$ cat src/rtl/ckdiv_pkg.sv
package ckdiv_pkg;
  localparam int RATIO_W = 6;

  // Map any staged value onto the legal ratio set {4,5,6,8}
  function automatic logic [RATIO_W-1:0] legal_ratio(input logic [RATIO_W-1:0] r);
    if (r < RATIO_W'(4))      return RATIO_W'(4);
    else if (r > RATIO_W'(6)) return RATIO_W'(8);
    else                      return r;
  endfunction
endpackage

$ cat src/rtl/ckdiv_regs.sv
module ckdiv_regs #(
  parameter int AW         = 4,
  parameter int DW         = 32,
  parameter int CTRL_ADDR  = 0,
  parameter int RATIO_ADDR = 8,
  parameter int CLK_IDX    = 1,
  parameter int EN_BASE    = 24,
  parameter int TRIG_BIT   = 8,
  parameter int FIELD_LSB  = 8,
  parameter int RW         = 6,
  parameter int RESET_RAT  = 8
) (
  input  logic          clk,
  input  logic          rst_n,
  input  logic          bus_we,
  input  logic [AW-1:0] bus_addr,
  input  logic [DW-1:0] bus_wdata,
  output logic [DW-1:0] bus_rdata,
  output logic [RW-1:0] staged,
  output logic          enable,
  output logic          reload_req
);
  localparam int EN_BIT = EN_BASE + CLK_IDX;
  localparam logic [DW-1:0] RATIO_RST = DW'(RESET_RAT) << FIELD_LSB;

  logic [DW-1:0] ctrl_q, ratio_q;
  logic          hit_ctrl, hit_ratio;

  assign hit_ctrl  = (bus_addr == AW'(CTRL_ADDR));
  assign hit_ratio = (bus_addr == AW'(RATIO_ADDR));

  always_ff @(posedge clk) begin
    if (!rst_n) begin
      ctrl_q  <= '0;
      ratio_q <= RATIO_RST;
    end else if (bus_we) begin
      if (hit_ctrl)  ctrl_q  <= bus_wdata;
      if (hit_ratio) ratio_q <= bus_wdata;
    end
  end

  always_comb begin
    bus_rdata = '0;
    if (hit_ctrl)  bus_rdata = ctrl_q;
    if (hit_ratio) bus_rdata = ratio_q;
  end

  assign staged     = ratio_q[FIELD_LSB +: RW];
  assign enable     = ctrl_q[EN_BIT];
  assign reload_req = ctrl_q[TRIG_BIT] & ctrl_q[CLK_IDX];
endmodule

$ cat src/rtl/ckdiv_count.sv
module ckdiv_count
  import ckdiv_pkg::*;
#(
  parameter int RW        = RATIO_W,
  parameter int RESET_RAT = 8
) (
  input  logic          clk,
  input  logic          rst_n,
  input  logic          reload_req,
  input  logic [RW-1:0] staged,
  output logic          phase_next
);
  logic [RW-1:0] cnt, act, pend_ratio;
  logic          pending, term;

  assign term = (cnt == act - RW'(1));

  always_ff @(posedge clk) begin
    if (!rst_n) begin
      cnt        <= '0;
      act        <= RW'(RESET_RAT);
      pend_ratio <= RW'(RESET_RAT);
      pending    <= 1'b0;
    end else begin
      if (reload_req) begin
        pending    <= 1'b1;
        pend_ratio <= legal_ratio(staged);
      end else if (term) begin
        pending <= 1'b0;
      end
      if (term) begin
        cnt <= '0;
        if (pending) act <= pend_ratio;
      end else begin
        cnt <= cnt + RW'(1);
      end
    end
  end

  // Value the output phase takes at the next edge: high for the first act/2 counts
  assign phase_next = term ? 1'b1 : ((cnt + RW'(1)) < (act >> 1));

  assert_ratio_legal_R6: assert property (@(posedge clk) disable iff (!rst_n)
    (act == RW'(4)) || (act == RW'(5)) || (act == RW'(6)) || (act == RW'(8)));
  assert_cnt_bound_R7: assert property (@(posedge clk) disable iff (!rst_n)
    cnt < act);
  assert_switch_at_wrap_R9: assert property (@(posedge clk) disable iff (!rst_n)
    !$stable(act) |-> (cnt == '0));
  assert_pending_needs_req_R5: assert property (@(posedge clk) disable iff (!rst_n)
    $rose(pending) |-> $past(reload_req));
endmodule

$ cat src/rtl/ckdiv_gate.sv
module ckdiv_gate (
  input  logic clk,
  input  logic rst_n,
  input  logic phase_next,
  input  logic enable,
  output logic clk_out
);
  logic gate_q, out_q, gate_eff;

  // The gate may follow enable only while the output is going to be low
  assign gate_eff = phase_next ? gate_q : enable;

  always_ff @(posedge clk) begin
    if (!rst_n) begin
      gate_q <= 1'b0;
      out_q  <= 1'b0;
    end else begin
      gate_q <= gate_eff;
      out_q  <= phase_next & gate_eff;
    end
  end

  assign clk_out = out_q;

  assert_no_short_high_R9: assert property (@(posedge clk) disable iff (!rst_n)
    $rose(out_q) |=> out_q);
  assert_no_short_low_R8: assert property (@(posedge clk) disable iff (!rst_n)
    $fell(out_q) |=> !out_q);
endmodule

$ cat src/rtl/reload_clkdiv.sv
module reload_clkdiv
  import ckdiv_pkg::*;
#(
  parameter int AW         = 4,
  parameter int DW         = 32,
  parameter int CTRL_ADDR  = 0,
  parameter int RATIO_ADDR = 8,
  parameter int CLK_IDX    = 1,
  parameter int EN_BASE    = 24,
  parameter int TRIG_BIT   = 8,
  parameter int FIELD_LSB  = 8,
  parameter int RESET_RAT  = 8
) (
  input  logic          clk,
  input  logic          rst_n,
  input  logic          bus_we,
  input  logic [AW-1:0] bus_addr,
  input  logic [DW-1:0] bus_wdata,
  output logic [DW-1:0] bus_rdata,
  output logic          clk_out
);
  localparam int RW = RATIO_W;

  logic [RW-1:0] staged;
  logic          enable, reload_req, phase_next;

  ckdiv_regs #(
    .AW(AW), .DW(DW), .CTRL_ADDR(CTRL_ADDR), .RATIO_ADDR(RATIO_ADDR),
    .CLK_IDX(CLK_IDX), .EN_BASE(EN_BASE), .TRIG_BIT(TRIG_BIT),
    .FIELD_LSB(FIELD_LSB), .RW(RW), .RESET_RAT(RESET_RAT)
  ) u_regs (
    .clk(clk), .rst_n(rst_n), .bus_we(bus_we), .bus_addr(bus_addr),
    .bus_wdata(bus_wdata), .bus_rdata(bus_rdata), .staged(staged),
    .enable(enable), .reload_req(reload_req)
  );

  ckdiv_count #(.RW(RW), .RESET_RAT(RESET_RAT)) u_count (
    .clk(clk), .rst_n(rst_n), .reload_req(reload_req), .staged(staged),
    .phase_next(phase_next)
  );

  ckdiv_gate u_gate (
    .clk(clk), .rst_n(rst_n), .phase_next(phase_next), .enable(enable),
    .clk_out(clk_out)
  );
endmodule

$ cat config.mk
export PLATFORM = sky130hd
export DESIGN_NAME = reload_clkdiv
export DESIGN_NICKNAME = d
export VERILOG_FILES = /design/src/rtl/ckdiv_pkg.sv /design/src/rtl/ckdiv_regs.sv /design/src/rtl/ckdiv_count.sv /design/src/rtl/ckdiv_gate.sv /design/src/rtl/reload_clkdiv.sv
export SDC_FILE = /design/constraint.sdc
export NUM_CORES = 1
export LEC_CHECK = 0
export ABC_CLOCK_PERIOD_IN_PS = 3700
export BUFFER_PORTS_ARGS = -buffer_cell sky130_fd_sc_hd__buf_2
export CAP_MARGIN = 20
export CORE_MARGIN = 5
export CORE_UTILIZATION = 55
export CTS_CLUSTER_DIAMETER = 30
export CTS_CLUSTER_SIZE = 10
export DETAILED_ROUTE_END_ITERATION = 8
export PLACE_DENSITY = 0.79
export SLEW_MARGIN = 20
export SYNTH_ARGS = -nofsm -noshare
export SYNTH_HDL_FRONTEND = slang
export SYNTH_SLANG_ARGS = --single-unit
$ cat constraint.sdc
create_clock -name clk -period 3.7 [get_ports clk]
set_input_delay 0.37 -clock clk [delete_from_list [all_inputs] [get_ports clk]]
set_output_delay 0.37 -clock clk [all_outputs]
set_load 0.005 [all_outputs]
==> results of run 1 <==
[metrics by stage]
| stage | hold slack, ns | std cells | power, uW |
|---|---|---|---|
| after floorplan | 0.4318 | 441 | 1011 |
| after global placement | 0.4438 | 571 | 1056 |
| after detailed placement | 0.4483 | 571 | 1059 |
| after CTS | 0.2457 | 584 | 1595 |
| after global routing | 0.2735 | 584 | 1649 |
| final | 0.2660 | 584 | 1579 |
[flip-flops by register name (all words and copies together) (netlist names)]
name and cells:
u_count.cnt 6, u_count.pending 1, u_regs.ratio_q 32, u_gate.gate_q 1, u_regs.ctrl_q 32, u_gate.clk_out 1, u_count.act 6, u_count.pend_ratio 6
[placed cells by master (no fill, tap or decap), types with 4 or more instances in the layout]
master,netlist,final
buf_2,0,71
nor2b_1,10,10
nand3_1,5,5
dfxtp_1,85,85
nor2_1,5,5
nand2_1,148,148
inv_1,8,8
a22o_1,32,32
mux2i_1,7,7
ha_1,6,6
xor2_1,4,4
xnor2_1,6,6
clkbuf_8,0,10
buf_4,0,8
a21boi_0,65,65
a21oi_1,7,7
o21ai_0,4,4
[cells by family (layout without fill, tap and decap cells)]
| kind of cell | count (synthesis) | in the layout | share of synthesized area (%) |
|---|---|---|---|
| compound gates | 113 | 113 | 23.32 |
| xor+xnor | 10 | 10 | 2.352 |
| fa+ha+maj | 6 | 6 | 2.016 |
| buf+inv | 37 | 100 | 3.730 |
| flops | 85 | 85 | 45.70 |
| mux | 7 | 7 | 1.882 |
| simple gates | 183 | 183 | 21.00 |
[routing by layer]
metal | global-route usage (%) | share of wire (%) | vias to the layer above
met1 | 26.13 | 45 | 1460
met3 | 4.922 | 6.6 | 11
li1 | - | - | 1605
met5 | 0 | 0 | -
met2 | 34.37 | 47 | 91
met4 | 8.911 | 1.3 | 0
[tightest hold or removal path, stage by stage]
cell and delay [ns]:
buf_2 0.09, nand2_1 0.05, nand3_1 0.06
[power by group through the flow]
stage	logic [uW]	clock network (uW)	registers [uW]
floorplan	57.0	0	954
global placement	99.5	0	956
detailed placement	102	0	957
CTS	102	557	935
global route	114	598	937
finish	102	542	936
[worst max-delay path by stage]
stage	startpoint	end	cells after the start
2_1_floorplan	u_count.act[0]	u_count.act[0]	5
3_3_place_gp	bus_addr[1]	u_regs.ratio_q[4]	7
3_5_place_dp	bus_addr[1]	u_regs.ratio_q[26]	7
4_1_cts	u_count.act[0]	u_count.act[3]	5
5_1_grt	u_count.act[0]	u_count.act[0]	7
6_report	u_count.act[0]	u_count.act[0]	5
[area by class of cell]
type	count	area, um2
well taps	80	100.1
inverters	8	30.03
fillers	581	2380
clock inverters	2	12.51
flip-flops and latches	85	1702
repair buffers	79	415.4
clock buffers	11	141.4
multi-input cells	319	1901
==> impl_metrics.yaml, run 1 <==
logic_synthesis:
  synth_largest_area_cell: "dfxtp_1"
  synth_common_cells: "148 x nand2_1, 85 x dfxtp_1, 65 x a21boi_0, 32 x a22o_1, 29 x clkbuf_1"
  syn_area_um2: 3724
  ys.flop_type: "dfxtp_1"
  yosys-top-cells-area: "dfxtp_1 46%, nand2_1 15%, a21boi_0 13%"
  yosysMostFrequentCell: "nand2_1"
  synthDistinctLibCells: 30
  netlist.area_leader.share_pct: 45.70
  syn_area_per_cell_um2: 8.443
  synth-seq-area-share_pct: 45.70
  syn-instance-count: 441
  async_flop_share_pct: 0
  synth_edf_count: 0
  syn_nets: 486
  ys_seq_elements: 85
  yosys_warnings: 0
setup_path:
  required_ns: 3.97
  path_cells: "or3_1 > xnor2_1 > or4_4 > nor3_4 > mux2i_1"
  cp-start-kind: "flip-flop"
  cp-end-kind: "flip-flop"
  cpMaxStageDelayCell: "or4_4"
  ff2ff_path_depth: 5
  crit_path_max_incr_delay_ns: 0.58
  rr_startpoint: "u_count.act[0]"
  cp_num_buf_inv: 0
  reg2reg_slack_ns: 1.55
  crit_type: "reg2reg"
  critPathTopFamily: "simple AND/OR/NAND/NOR gates"
  rr_endpoint: "u_count.act[0]"
  cp.arrival_ns: 2.42
  path_max_fanout: 6
grt:
  grt_antenna_before_repair: 0
  gr-total-overflow: 0
  grt_start_max_net_pins: 56
  grt_pass1_wl_um: 14360
  grt_use_total_pct: 20.88
  grt_pass1_vias: 3134
drt:
  drt_wl_total_um: 8426
  vias: 3167
  first_pass_iters: 5
  viasPerCell: 5.423
  drcViolationCount: 0
  wl_per_cell_um: 14.43
  ant_nets: 0
  drt-initial-drc-count: 142
sta:
  slew_headroom_pct: 46.62
  worst_pin_slew_ns: 0.8007
  clock_skew_ns: 0.006410
  hold_violations: 0
  finalSetupTns_ns: 0
  fin_ws_ns: 1.550
  min_period_over_period_pct: 58.12
  fin_crit_ns: 2.150
  max_clock_freq_ghz: 0.4651
  rsz0062_at_grt: "no"
  setup_viol: 0
  slew_viol_final: 0
cts:
  cts_buffers: 9
  cts_setup_buffers: 0
  clk_latency_ns: 0.34
  path_clk_slew_ns: 0.08
  h-tree-depth: 3
  clkSinkCount: 85
  clk_path_buf_depth: 2
  cts_tree: "done"
  cts-root-buf: "clkbuf_8"
  holdBufCountCts: 0
  post_cts_resize_count: 0
floorplan:
  coreArea_um2: 6681
  start_util_pct: 55.73
  design.die.area_um2: 8516
  die_h_um: 92.28
  fp-row-count: 30
  die_w_um: 92.28
  io_pins: 72
min_path:
  holdPathEnd: "u_regs.ratio_q[11]"
  hold_path_depth: 3
  hp-class: "in2reg"
  hp-start: "bus_wdata[11]"
pwr:
  ir_drop_v: 0.0002231
  clkPwrFrac_pct: 34.3
  p_leak_uw: 0.001671
  switching_share_pct: 22.68
  combPwrFrac_pct: 6.4
  p_int_uw: 1221
  power_density_nw_per_um2: 367.1
  p_switching_uw: 358.2
  p_seq_share_pct: 59.3
place:
  place_hpwl_um: 5726
  place_area_um2: 4148
  pre_cts_slack_ns: 1.296
  gp_congestion: 0.8370
  port_buffers: 71
flow_run:
  max_cap_viol_count: 0
final_layout:
  drive_above_1_share_pct: 19.25
  fin_util_pct: 64.38
  diodes: 0
  synthToLayoutAreaGrowth_pct: 15.52
  nets: 547
  fin_area_um2: 4302
run_status:
  status: "completed"
(Power assumes the default switching activity.)
==> inputs of run 2 (changes only) <==
--- a/config.mk
+++ b/config.mk
@@ -5,15 +5,15 @@
 export SDC_FILE = /design/constraint.sdc
 export NUM_CORES = 1
 export LEC_CHECK = 0
-export ABC_CLOCK_PERIOD_IN_PS = 3700
+export ABC_CLOCK_PERIOD_IN_PS = 1900
 export BUFFER_PORTS_ARGS = -buffer_cell sky130_fd_sc_hd__buf_2
 export CAP_MARGIN = 20
 export CORE_MARGIN = 5
-export CORE_UTILIZATION = 55
+export CORE_UTILIZATION = 49
 export CTS_CLUSTER_DIAMETER = 30
 export CTS_CLUSTER_SIZE = 10
 export DETAILED_ROUTE_END_ITERATION = 8
-export PLACE_DENSITY = 0.79
+export PLACE_DENSITY = 0.75
 export SLEW_MARGIN = 20
 export SYNTH_ARGS = -nofsm -noshare
 export SYNTH_HDL_FRONTEND = slang
==> constraint.sdc (replaced) <==
create_clock -name clk -period 1.9 [get_ports clk]
set_input_delay 0.19 -clock clk [delete_from_list [all_inputs] [get_ports clk]]
set_output_delay 0.19 -clock clk [all_outputs]
set_load 0.005 [all_outputs]
==> impl_metrics.yaml, run 2 (synthesized netlist as in run 1, its figures left out) <==
floorplan:
  die_w_um: 97.17
  coreArea_um2: 7331
  die_h_um: 97.17
  fp-row-count: 31
  io_pins: 72
  start_util_pct: 50.79
  design.die.area_um2: 9442
final_layout:
  fin_cells: 623
  synthToLayoutAreaGrowth_pct: 24.90
  nets: 566
  multiInputGateArea_um2: 1994
  reg.largest.list: "u_regs.ctrl_q (32), u_regs.ratio_q (32)"
  register_area_um2: 1713
  final_common_cell: "nand2_1"
  num-fill-cells: 621
  layout_common_cells: "148 x nand2_1, 78 x dfxtp_1, 71 x buf_2, 64 x a21boi_0, 32 x a22o_1"
  diodes: 0
  fin_area_um2: 4651
  drive_above_1_share_pct: 25.38
setup_path:
  cp-end-kind: "flip-flop"
  cp.arrival_ns: 2.35
  required_ns: 2.16
  path_max_fanout: 6
  reg2reg_slack_ns: -0.19
  crit_type: "reg2reg"
  cp-start-kind: "flip-flop"
  ff2ff_path_depth: 6
  rr_endpoint: "u_count.act[1]"
  rr_startpoint: "u_count.act[2]"
cts:
  cts_tree: "done"
  h-tree-depth: 3
  clk_latency_ns: 0.35
  cts-root-buf: "clkbuf_8"
  clk_path_buf_depth: 2
  holdBufCountCts: 0
  cts_buffers: 9
  path_clk_slew_ns: 0.08
  clkSinkCount: 85
min_path:
  hp-start: "bus_wdata[11]"
  hp-class: "in2reg"
  hold_path_depth: 3
  holdPathEnd: "u_regs.ratio_q[11]"
flow_run:
  max_cap_viol_count: 0
sta:
  clock_skew_ns: 0.008185
  slew_headroom_pct: 66.23
  max_clock_freq_ghz: 0.4774
  setup_viol: 15
  min_period_over_period_pct: 110.2
  finalSetupTns_ns: -1.870
  hold_violations: 0
  rsz0062_at_grt: "yes"
  fin_crit_ns: 2.095
  fin_ws_ns: -0.1946
  worst_pin_slew_ns: 0.5066
  slew_viol_final: 0
place:
  place_hpwl_um: 6071
  port_buffers: 71
  place_area_um2: 4359
  dpl.cell_count: 606
  gp_congestion: 0.7969
grt:
  grt_pass1_wl_um: 15190
  grt_use_total_pct: 19.24
  grt_start_max_net_pins: 44
  gr-total-overflow: 0
  grt_pass1_vias: 3247
  grt_util_met2_pct: 31.42
  grtUsageMet1_pct: 24.70
  grt_antenna_before_repair: 1
  grt_most_used_layer: "met2"
  use_met3_pct: 4.882
run_status:
  status: "finished with violations"
  violations: "setup timing"
pwr:
  power_density_nw_per_um2: 682.0
  p_leak_uw: 0.001829
  ir_drop_v: 0.0004235
drt:
  drcViolationCount: 0
  drt-initial-drc-count: 159
  first_pass_iters: 4
  ant_nets: 0
  drt_wl_total_um: 8948
  vias: 3291
  wl_per_cell_um: 14.36
  viasPerCell: 5.283
==> run 2: cell count changes in the layout (fill, tap and decap cells not counted), sizes merged <==
cell	before	now
buf	79	98
clkbuf	11	12
clkinv	1	2
clkinvlp	1	0
==> run 2: worst max-delay path, stage by stage, from the launching register on <==
cell and delay [ns]:
dfxtp_2 0.32, or3_4 0.39, xnor2_1 0.15, or4_4 0.57, nor3_4 0.24, buf_12 0.15
mux2i_1 0.19
==> run 2: metal layers <==
layer / wire length (um) / vias up
met2: 4175 / 81
met1: 4073 / 1544
met4: 118 / 2
met3: 570 / 17
li1: - / 1647
met5: 11 / -
==> run 2: worst max-delay path by stage <==
stage	startpoint	cells past startpoint	to	slack [ns]
after floorplan	u_count.act[1]	5	u_count.act[0]	-0.05
after CTS	u_count.act[0]	6	u_count.act[1]	-0.12
after global placement	u_count.act[1]	6	u_count.act[1]	-0.05
final	u_count.act[2]	6	u_count.act[1]	-0.19
after detailed placement	u_count.act[0]	8	u_count.act[1]	-0.13
after global routing	u_count.act[2]	6	u_count.act[1]	-0.24
==> run 2: power breakdown <==
group | internal [uW] | leakage [uW] | switching, uW
Combinational | 116 | 0.00105 | 123
Sequential | 1800 | 0.000690 | 18.3
Clock | 529 | 0.0000881 | 583
Total | 2450 | 0.00183 | 723
==> run 2: layout make-up <==
cell class              instances  area share, %
inverters                       8         0.6457
flip-flops and latches         85          36.83
repair buffers                 98          13.42
clock inverters                 2         0.2152
clock buffers                  12          3.336
well taps                      99          2.663
multi-input cells             319          42.88
==> run 2: per-stage QoR <==
step | util [%] | total power, uW | hold slack [ns] | setup slack (ns)
5_1_grt | 63.44 | 3313 | 0.09697 | -0.2420
2_1_floorplan | - | 1969 | 0.3140 | -0.04831
6_report | 63.44 | 3172 | 0.07463 | -0.1946
4_1_cts | 61.96 | 3172 | 0.05507 | -0.1200
3_3_place_gp | 59.46 | 2071 | 0.4214 | -0.04887
3_5_place_dp | 59.46 | 2078 | 0.4220 | -0.1304
==> run 2: repair_timing <==
item | in CTS | in global routing
setup endpoints to repair | 7 | 15
gates cloned | 0 | 0
buffers inserted | 2 | 1
pin swaps | 1 | 6
gates resized for setup | 2 | 21
endpoints found under the hold margin | 0 | 0
==> inputs of run 3 (changes only) <==
--- a/config.mk
+++ b/config.mk
@@ -13,7 +13,7 @@
 export CTS_CLUSTER_DIAMETER = 30
 export CTS_CLUSTER_SIZE = 10
 export DETAILED_ROUTE_END_ITERATION = 8
-export PLACE_DENSITY = 0.75
+export PLACE_DENSITY_LB_ADDON = 0.1
 export SLEW_MARGIN = 20
 export SYNTH_ARGS = -nofsm -noshare
 export SYNTH_HDL_FRONTEND = slang
==> impl_metrics.yaml, run 3 (synthesized netlist as in run 1, its figures left out) <==
grt:
  gr-total-overflow: 0
  grt_start_max_net_pins: 87
  grt_pass1_wl_um: 14720
  grt_use_total_pct: 18.81
  grt_pass1_vias: 3118
  grt_antenna_before_repair: 0
drt:
  first_pass_iters: 5
  ant_nets: 0
  drcViolationCount: 0
  vias: 3216
  wl_per_cell_um: 14.22
  drt_wl_total_um: 8916
  viasPerCell: 5.129
  drt-initial-drc-count: 127
sta:
  min_period_over_period_pct: 107.0
  slew_viol_final: 0
  max_clock_freq_ghz: 0.4920
  finalSetupTns_ns: -1.293
  hold_slack_ns: 0.08875
  clock_skew_ns: 0.006663
  rsz0062_at_grt: "yes"
  hold_violations: 0
  worst_pin_slew_ns: 0.3957
  fin_ws_ns: -0.1327
  setup_viol: 15
  fin_crit_ns: 2.033
  slew_headroom_pct: 73.62
final_layout:
  nets: 568
  synthToLayoutAreaGrowth_pct: 24.76
  multiInputGateArea_um2: 1958
  diodes: 0
  final_common_cell: "nand2_1"
  register_area_um2: 1705
  fin_area_um2: 4646
  num-fill-cells: 676
  drive_above_1_share_pct: 25.00
  layout_common_cells: "148 x nand2_1, 82 x dfxtp_1, 71 x buf_2, 64 x a21boi_0, 32 x a22o_1"
  fin_util_pct: 63.37
  reg.largest.list: "u_regs.ctrl_q (32), u_regs.ratio_q (32)"
pwr:
  ir_drop_v: 0.0003701
  p_leak_uw: 0.001825
  power_density_nw_per_um2: 723.2
setup_path:
  cp-end-kind: "flip-flop"
  cpMaxStageDelayCell: "or4_4"
  path_cells: "or3_4 > xnor2_1 > or4_4 > nor3_4 > buf_12 > mux2i_1"
  rr_startpoint: "u_count.act[0]"
  crit_path_max_incr_delay_ns: 0.58
  cp-start-kind: "flip-flop"
  required_ns: 2.17
  crit_start: "u_count.act[0]"
  cp.arrival_ns: 2.30
  path_max_fanout: 6
  crit_type: "reg2reg"
cts:
  h-tree-depth: 3
  clk_latency_ns: 0.34
  cts_buffers: 9
  cts_tree: "done"
  holdBufCountCts: 0
  clkSinkCount: 85
  clk_path_buf_depth: 2
  cts-root-buf: "clkbuf_8"
  path_clk_slew_ns: 0.08
floorplan:
  die_h_um: 97.17
  start_util_pct: 50.79
  die_w_um: 97.17
  design.die.area_um2: 9442
  fp-row-count: 31
  io_pins: 72
  coreArea_um2: 7331
place:
  port_buffers: 71
  gp_congestion: 0.8097
  place_area_um2: 4349
  place_hpwl_um: 5877
flow_run:
  max_cap_viol_count: 0
run_status:
  status: "finished with violations"
  violations: "setup timing"
min_path:
  hp-start: "bus_wdata[11]"
  hp-class: "in2reg"
==> run 3: final timing paths <==
| check | endpoint | slack [ns] | depth (start not counted) |
|---|---|---|---|
| setup / recovery | u_count.act[3] | -0.13 | 6 |
| hold / removal | u_regs.ratio_q[11] | 0.09 | 3 |
| setup reg to reg | u_count.act[3] | -0.13 | 6 |
| hold reg to reg | u_count.act[5] | 0.46 | 2 |
==> run 3: worst max-delay path: cells and delay by family, from the launching register on <==
kind / cells / cell delay, ns
mux: 1 / 0.18
xor+xnor: 1 / 0.13
simple gates: 3 / 1.16
flops: 1 / 0.34
buf+inv: 1 / 0.15
==> run 3: final cells by class <==
type | instances | share of cell area [%]
sequential | 85 | 36.71
multi-input combinational | 319 | 42.15
clock inverter | 5 | 1.266
timing repair buffer | 100 | 13.30
tap | 99 | 2.666
clock buffer | 11 | 3.259
inverter | 8 | 0.6464
==> run 3: per-stage QoR <==
step                      instances  total power [uW]  setup slack (ns)
final                           627              3360           -0.1327
after global routing            627              3518           -0.2183
after CTS                       626              3392           -0.1554
after detailed placement        608              2078           -0.1710
after global placement          608              2073          -0.05034
after floorplan                 441              1969          -0.04831
==> run 3: power by group <==
part           internal, uW  switching [uW]  leakage (uW)
Clock                   679             631      0.000102
Combinational           110             122       0.00104
Sequential             1800            14.5      0.000688
==> run 3: timing repair <==
action,in CTS,in global routing
pin swaps,1,0
buffers inserted,2,1
gates cloned,0,0
setup endpoints to repair,14,15
resized for setup,4,10
==> run 3: layer usage <==
layer	share of wire (%)	track usage, %	vias up
met2	49	33.07	61
met3	5.4	5.456	6
met1	44	22.53	1501
met4	0.82	4.536	0
met5	0	0	-
li1	-	-	1648
